--- src/rtl/updn_pkg.sv ---
package updn_pkg;
  typedef enum logic [1:0] {
    OP_HOLD = 2'd0,
    OP_LOAD = 2'd1,
    OP_INC  = 2'd2,
    OP_DEC  = 2'd3
  } cnt_op_e;
endpackage

--- src/rtl/updn_ctrl.sv ---
module updn_ctrl
  import updn_pkg::*;
(
  input  logic    load_n,
  input  logic    par_n,
  input  logic    trk_n,
  input  logic    up,
  output cnt_op_e op
);
  always_comb begin
    if (!load_n)
      op = OP_LOAD;
    else if (!par_n && !trk_n)
      op = up ? OP_INC : OP_DEC;
    else
      op = OP_HOLD;
  end
endmodule

--- src/rtl/updn_tc.sv ---
module updn_tc #(
  parameter int W = 4
) (
  input  logic [W-1:0] q,
  input  logic         up,
  input  logic         trk_n,
  output logic         tc_n
);
  logic at_end;
  always_comb begin
    at_end = up ? (&q) : ~(|q);
    tc_n   = ~(at_end & ~trk_n);
  end

  // the flag can only be active while the trickle enable is active
  always_comb begin
    if (trk_n) assert_tc_gated_R6: assert (tc_n);
  end
endmodule

--- src/rtl/updn_stage.sv ---
module updn_stage
  import updn_pkg::*;
#(
  parameter int W = 4
) (
  input  logic         clk,
  input  logic         rst,
  input  logic         load_n,
  input  logic         par_n,
  input  logic         trk_n,
  input  logic         up,
  input  logic [W-1:0] din,
  output logic [W-1:0] q,
  output logic         tc_n
);
  localparam logic [W-1:0] STEP = {{(W-1){1'b0}}, 1'b1};

  cnt_op_e op;

  updn_ctrl u_ctrl (
    .load_n (load_n),
    .par_n  (par_n),
    .trk_n  (trk_n),
    .up     (up),
    .op     (op)
  );

  always_ff @(posedge clk) begin
    if (rst) begin
      q <= '0;
    end else begin
      case (op)
        OP_LOAD: q <= din;
        OP_INC:  q <= q + STEP;
        OP_DEC:  q <= q - STEP;
        default: q <= q;
      endcase
    end
  end

  updn_tc #(.W(W)) u_tc (
    .q     (q),
    .up    (up),
    .trk_n (trk_n),
    .tc_n  (tc_n)
  );

  assert_reset_R1: assert property (@(posedge clk)
    rst |=> (q == '0));

  assert_load_R2: assert property (@(posedge clk) disable iff (rst)
    !load_n |=> (q == $past(din)));

  assert_inc_R3: assert property (@(posedge clk) disable iff (rst)
    (load_n && !par_n && !trk_n && up) |=> (q == $past(q) + STEP));

  assert_dec_R4: assert property (@(posedge clk) disable iff (rst)
    (load_n && !par_n && !trk_n && !up) |=> (q == $past(q) - STEP));

  assert_hold_R5: assert property (@(posedge clk) disable iff (rst)
    (load_n && (par_n || trk_n)) |=> $stable(q));
endmodule

--- src/rtl/updn_cascade.sv ---
module updn_cascade #(
  parameter int STAGES  = 3,
  parameter int STAGE_W = 4
) (
  input  logic                      clk,
  input  logic                      rst,
  input  logic                      load_n,
  input  logic                      cnt_par_n,
  input  logic                      cnt_trk_n,
  input  logic                      up,
  input  logic [STAGES*STAGE_W-1:0] din,
  output logic [STAGES*STAGE_W-1:0] q,
  output logic                      tc_n
);
  localparam int TOTAL_W = STAGES * STAGE_W;

  logic [STAGES:0] trk_chain;
  assign trk_chain[0] = cnt_trk_n;

  for (genvar i = 0; i < STAGES; i++) begin : g_stage
    updn_stage #(.W(STAGE_W)) u_stage (
      .clk    (clk),
      .rst    (rst),
      .load_n (load_n),
      .par_n  (cnt_par_n),
      .trk_n  (trk_chain[i]),
      .up     (up),
      .din    (din[i*STAGE_W +: STAGE_W]),
      .q      (q[i*STAGE_W +: STAGE_W]),
      .tc_n   (trk_chain[i+1])
    );
  end

  assign tc_n = trk_chain[STAGES];

  // carry through every stage at the all-ones wrap
  assert_carry_R7: assert property (@(posedge clk) disable iff (rst)
    (load_n && !cnt_par_n && !cnt_trk_n && up && (&q)) |=> (q == '0));

  // borrow through every stage at the zero wrap
  assert_borrow_R7: assert property (@(posedge clk) disable iff (rst)
    (load_n && !cnt_par_n && !cnt_trk_n && !up && (q == '0)) |=> (&q));

  // the top flag follows the full-width end value
  assert_tc_full_R6: assert property (@(posedge clk) disable iff (rst)
    (!cnt_trk_n && up && (&q)) |-> !tc_n);

  logic [TOTAL_W-1:0] unused_w;
  assign unused_w = '0;
endmodule

--- config.mk ---
export PLATFORM = sky130hd
export DESIGN_NAME = updn_cascade
export DESIGN_NICKNAME = d
export VERILOG_FILES = /design/src/rtl/updn_pkg.sv /design/src/rtl/updn_ctrl.sv /design/src/rtl/updn_tc.sv /design/src/rtl/updn_stage.sv /design/src/rtl/updn_cascade.sv
export SDC_FILE = /design/constraint.sdc
export NUM_CORES = 1
export LEC_CHECK = 0
export BUFFER_PORTS_ARGS = -buffer_cell sky130_fd_sc_hd__buf_4
export CAP_MARGIN = 20
export CORE_MARGIN = 2
export CORE_UTILIZATION = 45
export CTS_CLUSTER_SIZE = 14
export DETAILED_ROUTE_END_ITERATION = 16
export PLACE_DENSITY = 0.69
export SLEW_MARGIN = 5
export SYNTH_ARGS = -nofsm -noshare
export SYNTH_HDL_FRONTEND = slang
export SYNTH_SLANG_ARGS = --single-unit
--- constraint.sdc ---
create_clock -name clk -period 9.4 [get_ports clk]
set_clock_uncertainty 0.2 [all_clocks]
set_input_delay 2.35 -clock clk [delete_from_list [all_inputs] [get_ports clk]]
set_output_delay 2.35 -clock clk [all_outputs]
set_load 0.01 [all_outputs]
==> metrics.txt, run 1 <==
outcome=finished clean; Hold EP=g_stage[1].u_stage.q[3]$_SDFFE_PP0P_; final net count=173; TritonCTS clock tree=done; Fmax=165 MHz; Crit path top cell by count=buf_4; setup slack, reg-to-reg=6.36 ns; EDFF count, synth=0; global route total overflow=0; CP delay by family, top=simple AND/OR/NAND/NOR gates; worst hold start=g_stage[1].u_stage.q[3]$_SDFFE_PP0P_; Synthesized Nets=between 100 and 150; CP max stage delay=around 0.48 ns; Post-CTS Repair Setup Buffers=0; RSZ-0062 raised after global routing=false; Ports=31; worst vdd ir=~70 uV; power per cell area=between 100 and 150 nW/um^2; placement-stage worst setup slack=roughly 3.4 ns; hold path cells=2; Post-DRT Antenna Nets=0; CP Launch Type=primary input; Synth Cell Area=966 sq um; GRT met2 Usage=30.7%; Antenna diodes=0; grt peak-use layer=met2; Clock Root Buffer=clkbuf_4; Max Cap Viol=0; total power=about 130 uW; CP Data Arrival Time=roughly 3.5 ns; FF+latch area=240 sq um; met1 Resource Use GR=approximately 23%; post-layout util=between 60 and 70%; largest net degree at the start of global routing=23; final WL=between 2 and 2.5 mm; Largest Register=g_stage.u_stage.q; final period utilization=64.3%; worst setup margin=between 3 and 4 ns; synthesized flop and latch total=12; Worst Max-Slew Pin Slew=approximately 0.46 ns; DR vias=roughly 960; # clock sinks=12; top post-synthesis cells by count=nor2_1, dfxtp_1, inv_1; H-tree levels=1; GR met3 Demand/Resource=between 3 and 4%; IO Port Bufs=30; r2r startpoint=g_stage[0].u_stage.q[0]$_SDFFE_PP0P_; Final Critical Period=about 6.0 ns; clock latency on the worst-skew pair=0.28 ns; count leader, synth=nor2_1; slowest CP cell=or3_2; Num CTS Buffers=3; Ys Warns=0; Max clock buf depth=2; drt wl/cell=~13 um; die area=~2500 sq um; Worst R2R End=g_stage[2].u_stage.q[3]$_SDFFE_PP0P_; leading area contributor after synthesis=dfxtp_1; synth top area cells=dfxtp_1, xnor2_1, ha_1; Rel. slew slack=69.1%; final std cells w/o fill=~170; worst path cell trace=buf_4 > nand2_1 > o22a_4 > or3_2 > buf_4; post-DP HPWL=roughly 1.7 mm; vias in the first global route=859; FFs w/ async S/R, synth=0%; Largest regs=g_stage.u_stage.q (12); Area after DPL=~1200 sq um; Bufs and invs on worst path=2; initial antenna violation count=0; area delta synth->final=27.6%; DRC=0; Max FO, Critical Path=11; GPL Wtd Cong=about 0.77; hold crit path type=reg2reg; R2R depth=11; Mapped Cells=between 100 and 150; Yosys top cell area share=between 20 and 25%; floorplan row count=16; Core ar.=approximately 2000 sq um; ys flop type=dfxtp_1; Hold WS=between 0.3 and 0.4 ns; WP data required=~6.9 ns; Die Ht=50.3 um; first-pass iteration count of the detailed router=4; area of the multi-input gates=between 600 and 700 sq um; count of cell types in the netlist=37; total track usage=roughly a fifth; Slew Limit Fails=0; Iter 0 DRT Violations=5; Initial Util=48.2%; post_cts resized=0; Setup TNS=0 ns; share of layout cells above drive strength 1=27.8%; Mean Syn Cell Area=8.40 sq um; Fillers=191; Hold Fails Final Rpt=0; register area share after synthesis=between 20% and 30%; # hold bufs at CTS=0; first-pass GRT wire length=~3.6 mm; CP Capture Type=output port; die width=50.3 um; WS Path Type=in2out; drt via density=roughly 5.6; max FFs per register=12; post-placement cell count=~170; final setup vio count=0; P_leak=about 0.57 nW; Clock Pin Slew Worst Setup and Hold Paths=~0.07 ns; post-route cell area=1230 sq um
[metal layers]
layer | vias up | wire, um
li1 | 473 | -
met1 | 455 | 943
met2 | 31 | 1080
met3 | 5 | 123
met4 | 0 | 38
met5 | - | 0
[worst max path at each step]
stage / to / start / cells past startpoint
final: tc_n / up / 5
after global routing: tc_n / up / 5
after floorplan: tc_n / up / 4
after detailed placement: tc_n / up / 5
after global placement: tc_n / up / 5
after CTS: tc_n / up / 5
[power by group]
group / internal, mW / switching, mW
registers: 0.0547 / 0.00535
logic: 0.0209 / 0.0184
clock network: 0.0148 / 0.0181
[layout by cell type (no fill, tap or decap), types with 2 or more instances in the layout]
master | Yosys | layout
or3_1 | 2 | 2
a21oi_1 | 5 | 5
buf_4 | 0 | 30
inv_1 | 12 | 12
nand3b_1 | 2 | 2
xnor2_1 | 9 | 9
a21o_1 | 2 | 2
nor2_1 | 14 | 14
o21ai_0 | 2 | 2
clkbuf_4 | 0 | 3
ha_1 | 6 | 6
dfxtp_1 | 12 | 12
mux2i_1 | 4 | 4
nand2_1 | 7 | 7
fa_1 | 3 | 3
nand3_1 | 4 | 4
a211oi_1 | 6 | 6
a311oi_1 | 2 | 2
[cell families (layout without fill, tap and decap cells)]
kind of cell,after synthesis,count (layout),share of synthesized area [%]
AND/OR/NAND/NOR,38,38,20.9
AO/OA/AOI/OAI,26,26,20.6
buffers and inverters,16,45,6.22
flip-flops,12,12,24.9
adder cells (fa/ha/maj),9,9,14.0
XOR/XNOR,9,9,8.16
multiplexers,5,5,5.31
[tightest hold or removal path, cell delays in order (launching register included)]
cell and delay, ns:
dfxtp_1 0.35, o21ai_0 0.09, a311oi_1 0.08
[layout make-up]
type	instances	share of cell area [%]
Clock buffer	3	1.83
Inverter	12	3.65
Multi-Input combinational cell	87	54.0
Sequential cell	12	19.5
Tap cell	27	2.74
Timing Repair Buffer	30	18.3
No activity file was read; power rests on OpenSTA's default activity.
==> run 2, diff against run 1 <==
- ABC_AREA: not set -> 1
- PLACE_DENSITY: 0.69 -> 0.68
- clock period: 9.4 -> 6.15 ns (I/O delays scaled with it)
==> run 2 against run 1 <==
Wire length grew 13%. Via count grew 11%. Global-route usage is 2.1 points higher. Worst setup slack worse by 1.3 ns. Flip-flop and latch count stayed put. Final area is 7.7% higher. Register-to-register slack lost 2.6 ns. Cell count is 23% higher. Area after synthesis grew 8.7%. Core utilization down 1.6 points. Total power increased by 61%. Count of clock-buffer cells in the layout increased by 1. Largest cell class unchanged. Largest power group unchanged. Highest routed layer unchanged.
==> metrics.txt, run 2 <==
outcome=finished clean; share of layout cells above drive strength 1=26.4% (-1.4 points); drt via density=5.10 (-9.6%); CP Data Arrival Time=2.39 ns (-1.10 ns); power per cell area=160 nW/um^2 (+49%); Fillers=214 (+12%); CP Launch Type=primary input; WP data required=4.41 ns (-2.44 ns); count of cell types in the netlist=32 (-14%); CP max stage delay=0.17 ns (-0.31 ns); Post-DRT Antenna Nets=0 (unchanged); total power=213 uW (+61%); Ys Warns=0 (unchanged); floorplan row count=17 (+1); Crit path top cell by count=buf_4; Gate power share=26.3% (-3.4 points); Sw Ratio=32.0% (+0.42 points); Post-CTS Repair Setup Buffers=0 (unchanged); Clock Root Buffer=clkbuf_4; sequential share of power=42.2% (-3.2 points); WS Path Type=in2out; synthesized flop and latch total=12 (unchanged); Antenna diodes=0 (unchanged); die width=52.3 um (+3.9%); final WL=2.47 mm (+13%); DR vias=1070 (+11%); first-pass iteration count of the detailed router=4 (unchanged); max FFs per register=12 (unchanged); Final Critical Period=4.13 ns; CP delay by family, top=buffers and inverters; Synth Cell Area=1050 sq um (+8.7%); die area=2740 sq um (+8.0%); drt wl/cell=11.7 um (-8.1%); post-layout util=60.0% (-1.6 points); largest net degree at the start of global routing=18 (-22%); final period utilization=between 60 and 70%; global route total overflow=0 (unchanged); Initial Util=47.5% (-0.80 points); commonest non-fill, non-tap cell in the layout=nand2_1; Setup TNS=0 ns (unchanged); Num CTS Buffers=3 (unchanged); Rel. slew slack=78.4% (+9.3 points); Worst path depth=7 (+2); first-pass GRT wire length=4.23 mm (+16%); ys flop type=dfxtp_1; Yosys top cell area share=22.9% (-2.0 points); GPL Wtd Cong=0.802 (+4.2%); most frequent cells in the layout=nand2_1, buf_4, inv_1; setup slack, reg-to-reg=3.81 ns (-2.55 ns); vias in the first global route=960 (+12%); synth top area cells=dfxtp_1, nand2_1, inv_1; H-tree levels=1 (unchanged); top post-synthesis cells by count=nand2_1, inv_1, dfxtp_1; count leader, synth=nand2_1; Iter 0 DRT Violations=22 (+17); Hold WS=0.359 ns (-0.00273 ns); Crit. Startpoint=up; Mapped Cells=151 (+31%); total track usage=20.8% (+2.1 points); register area share after synthesis=22.9% (-2.0 points); Largest regs=g_stage.u_stage.q (12); leading area contributor after synthesis=dfxtp_1; Hold Fails Final Rpt=0 (unchanged); Slew Limit Fails=0 (unchanged); final net count=210 (+21%); Setup crit end=tc_n; Worst R2R End=g_stage[2].u_stage.q[3]$_SDFFE_PP0P_; FFs w/ async S/R, synth=0% (unchanged); post_cts resized=0 (unchanged); RSZ-0062 raised after global routing=false; clock share of power=31.5% (+6.6 points); Die Ht=52.3 um (+3.9%); # clock sinks=12 (unchanged); Fmax=between 200 and 250 MHz; Ports=31 (unchanged); Worst Max-Slew Pin Slew=0.324 ns (-0.138 ns); Mean Syn Cell Area=6.95 sq um (-17%); r2r startpoint=g_stage[0].u_stage.q[3]$_SDFFE_PP0P_; R2R depth=14 (+3); # hold bufs at CTS=0 (unchanged); CP Capture Type=output port; Max Cap Viol=0 (unchanged); P_leak=0.662 nW (+16%); Max FO, Critical Path=8 (-3); initial antenna violation count=0 (unchanged); clock latency on the worst-skew pair=0.28 ns (about the same); EDFF count, synth=0 (unchanged); Synthesized Nets=178 (+25%); DRC=0 (unchanged); Core ar.=2210 sq um (+10%); Max clock buf depth=2 (unchanged); area delta synth->final=26.5%; hold crit path type=reg2reg; Int Pwr=144 uW (+60%); IO Port Bufs=30 (unchanged); worst path cell trace=buf_4 > inv_6 > nor2_4 > nand2_2 > a21oi_1 > o2111ai_1 > buf_4; slowest CP cell=buf_4; P_sw=68.1 uW (+63%); final setup vio count=0 (unchanged); Bufs and invs on worst path=3 (+1); worst vdd ir=106 uV (+54%); TritonCTS clock tree=done; post-DP HPWL=1.93 mm (+16%); Largest Register=g_stage.u_stage.q; Clock Pin Slew Worst Setup and Hold Paths=0.09 ns (+0.02 ns)
[run 2: routing by layer]
metal | global-route usage (%) | up-vias | share of wire (%)
met2 | 34.8 | 42 | 49
met4 | 4.70 | 0 | 1.2
li1 | - | 548 | -
met5 | 0 | - | 0
met1 | 26.0 | 476 | 43
met3 | 6.29 | 4 | 6.9
[run 2: metrics by stage]
stage	instances	worst slack, ns	cell area [sq um]
final	210	2.02	1330
after global routing	210	1.96	1330
after CTS	210	2.02	1330
after detailed placement	206	2.02	1290
after global placement	206	2.04	1290
after floorplan	151	2.25	1050
[run 2: worst min path at each step]
stage,from,end,slack (ns),cells past startpoint
3_5_place_dp,g_stage[1].u_stage.q[2]$_SDFFE_PP0P_,g_stage[1].u_stage.q[2]$_SDFFE_PP0P_,0.35,2
3_3_place_gp,g_stage[0].u_stage.q[3]$_SDFFE_PP0P_,g_stage[0].u_stage.q[3]$_SDFFE_PP0P_,0.34,2
5_1_grt,g_stage[1].u_stage.q[2]$_SDFFE_PP0P_,g_stage[1].u_stage.q[2]$_SDFFE_PP0P_,0.39,2
6_report,g_stage[1].u_stage.q[2]$_SDFFE_PP0P_,g_stage[1].u_stage.q[2]$_SDFFE_PP0P_,0.36,2
4_1_cts,g_stage[1].u_stage.q[2]$_SDFFE_PP0P_,g_stage[1].u_stage.q[2]$_SDFFE_PP0P_,0.36,2
2_1_floorplan,g_stage[1].u_stage.q[2]$_SDFFE_PP0P_,g_stage[1].u_stage.q[2]$_SDFFE_PP0P_,0.35,2
[run 2: power groups by stage]
stage	Sequential (mW)	Clock [mW]	Combinational, mW
after CTS	0.0897	0.0689	0.0565
after global routing	0.0906	0.0737	0.0631
after global placement	0.0912	0	0.0545
after floorplan	0.0921	0	0.0320
final	0.0897	0.0671	0.0558
after detailed placement	0.0915	0	0.0564
[run 2: worst min-delay path: cells and delay by family (launching register included)]
| kind | cells | cell delay, ns |
|---|---|---|
| AND/OR/NAND/NOR | 1 | 0.08 |
| AO/OA/AOI/OAI | 1 | 0.07 |
| flip-flops | 1 | 0.36 |
[run 2: logic make-up after synthesis]
| family | Yosys count | synth area share [%] |
|---|---|---|
| xor gates and xnor gates | 6 | 5.01 |
| adders and majority gates | 9 | 12.9 |
| buffers and inverters | 28 | 11.2 |
| DFF | 12 | 22.9 |
| AOI/OAI and AO/OA | 23 | 12.9 |
| and+or+nand+nor | 73 | 35.2 |
[run 2: layout make-up]
type	count	area [sq um]	area share [%]
multi-input combinational	111	692	52.1
sequential	12	240	18.1
timing repair buffer	30	225	17.0
inverter	25	98.8	7.45
clock buffer	4	36.3	2.73
tap	28	35.0	2.64
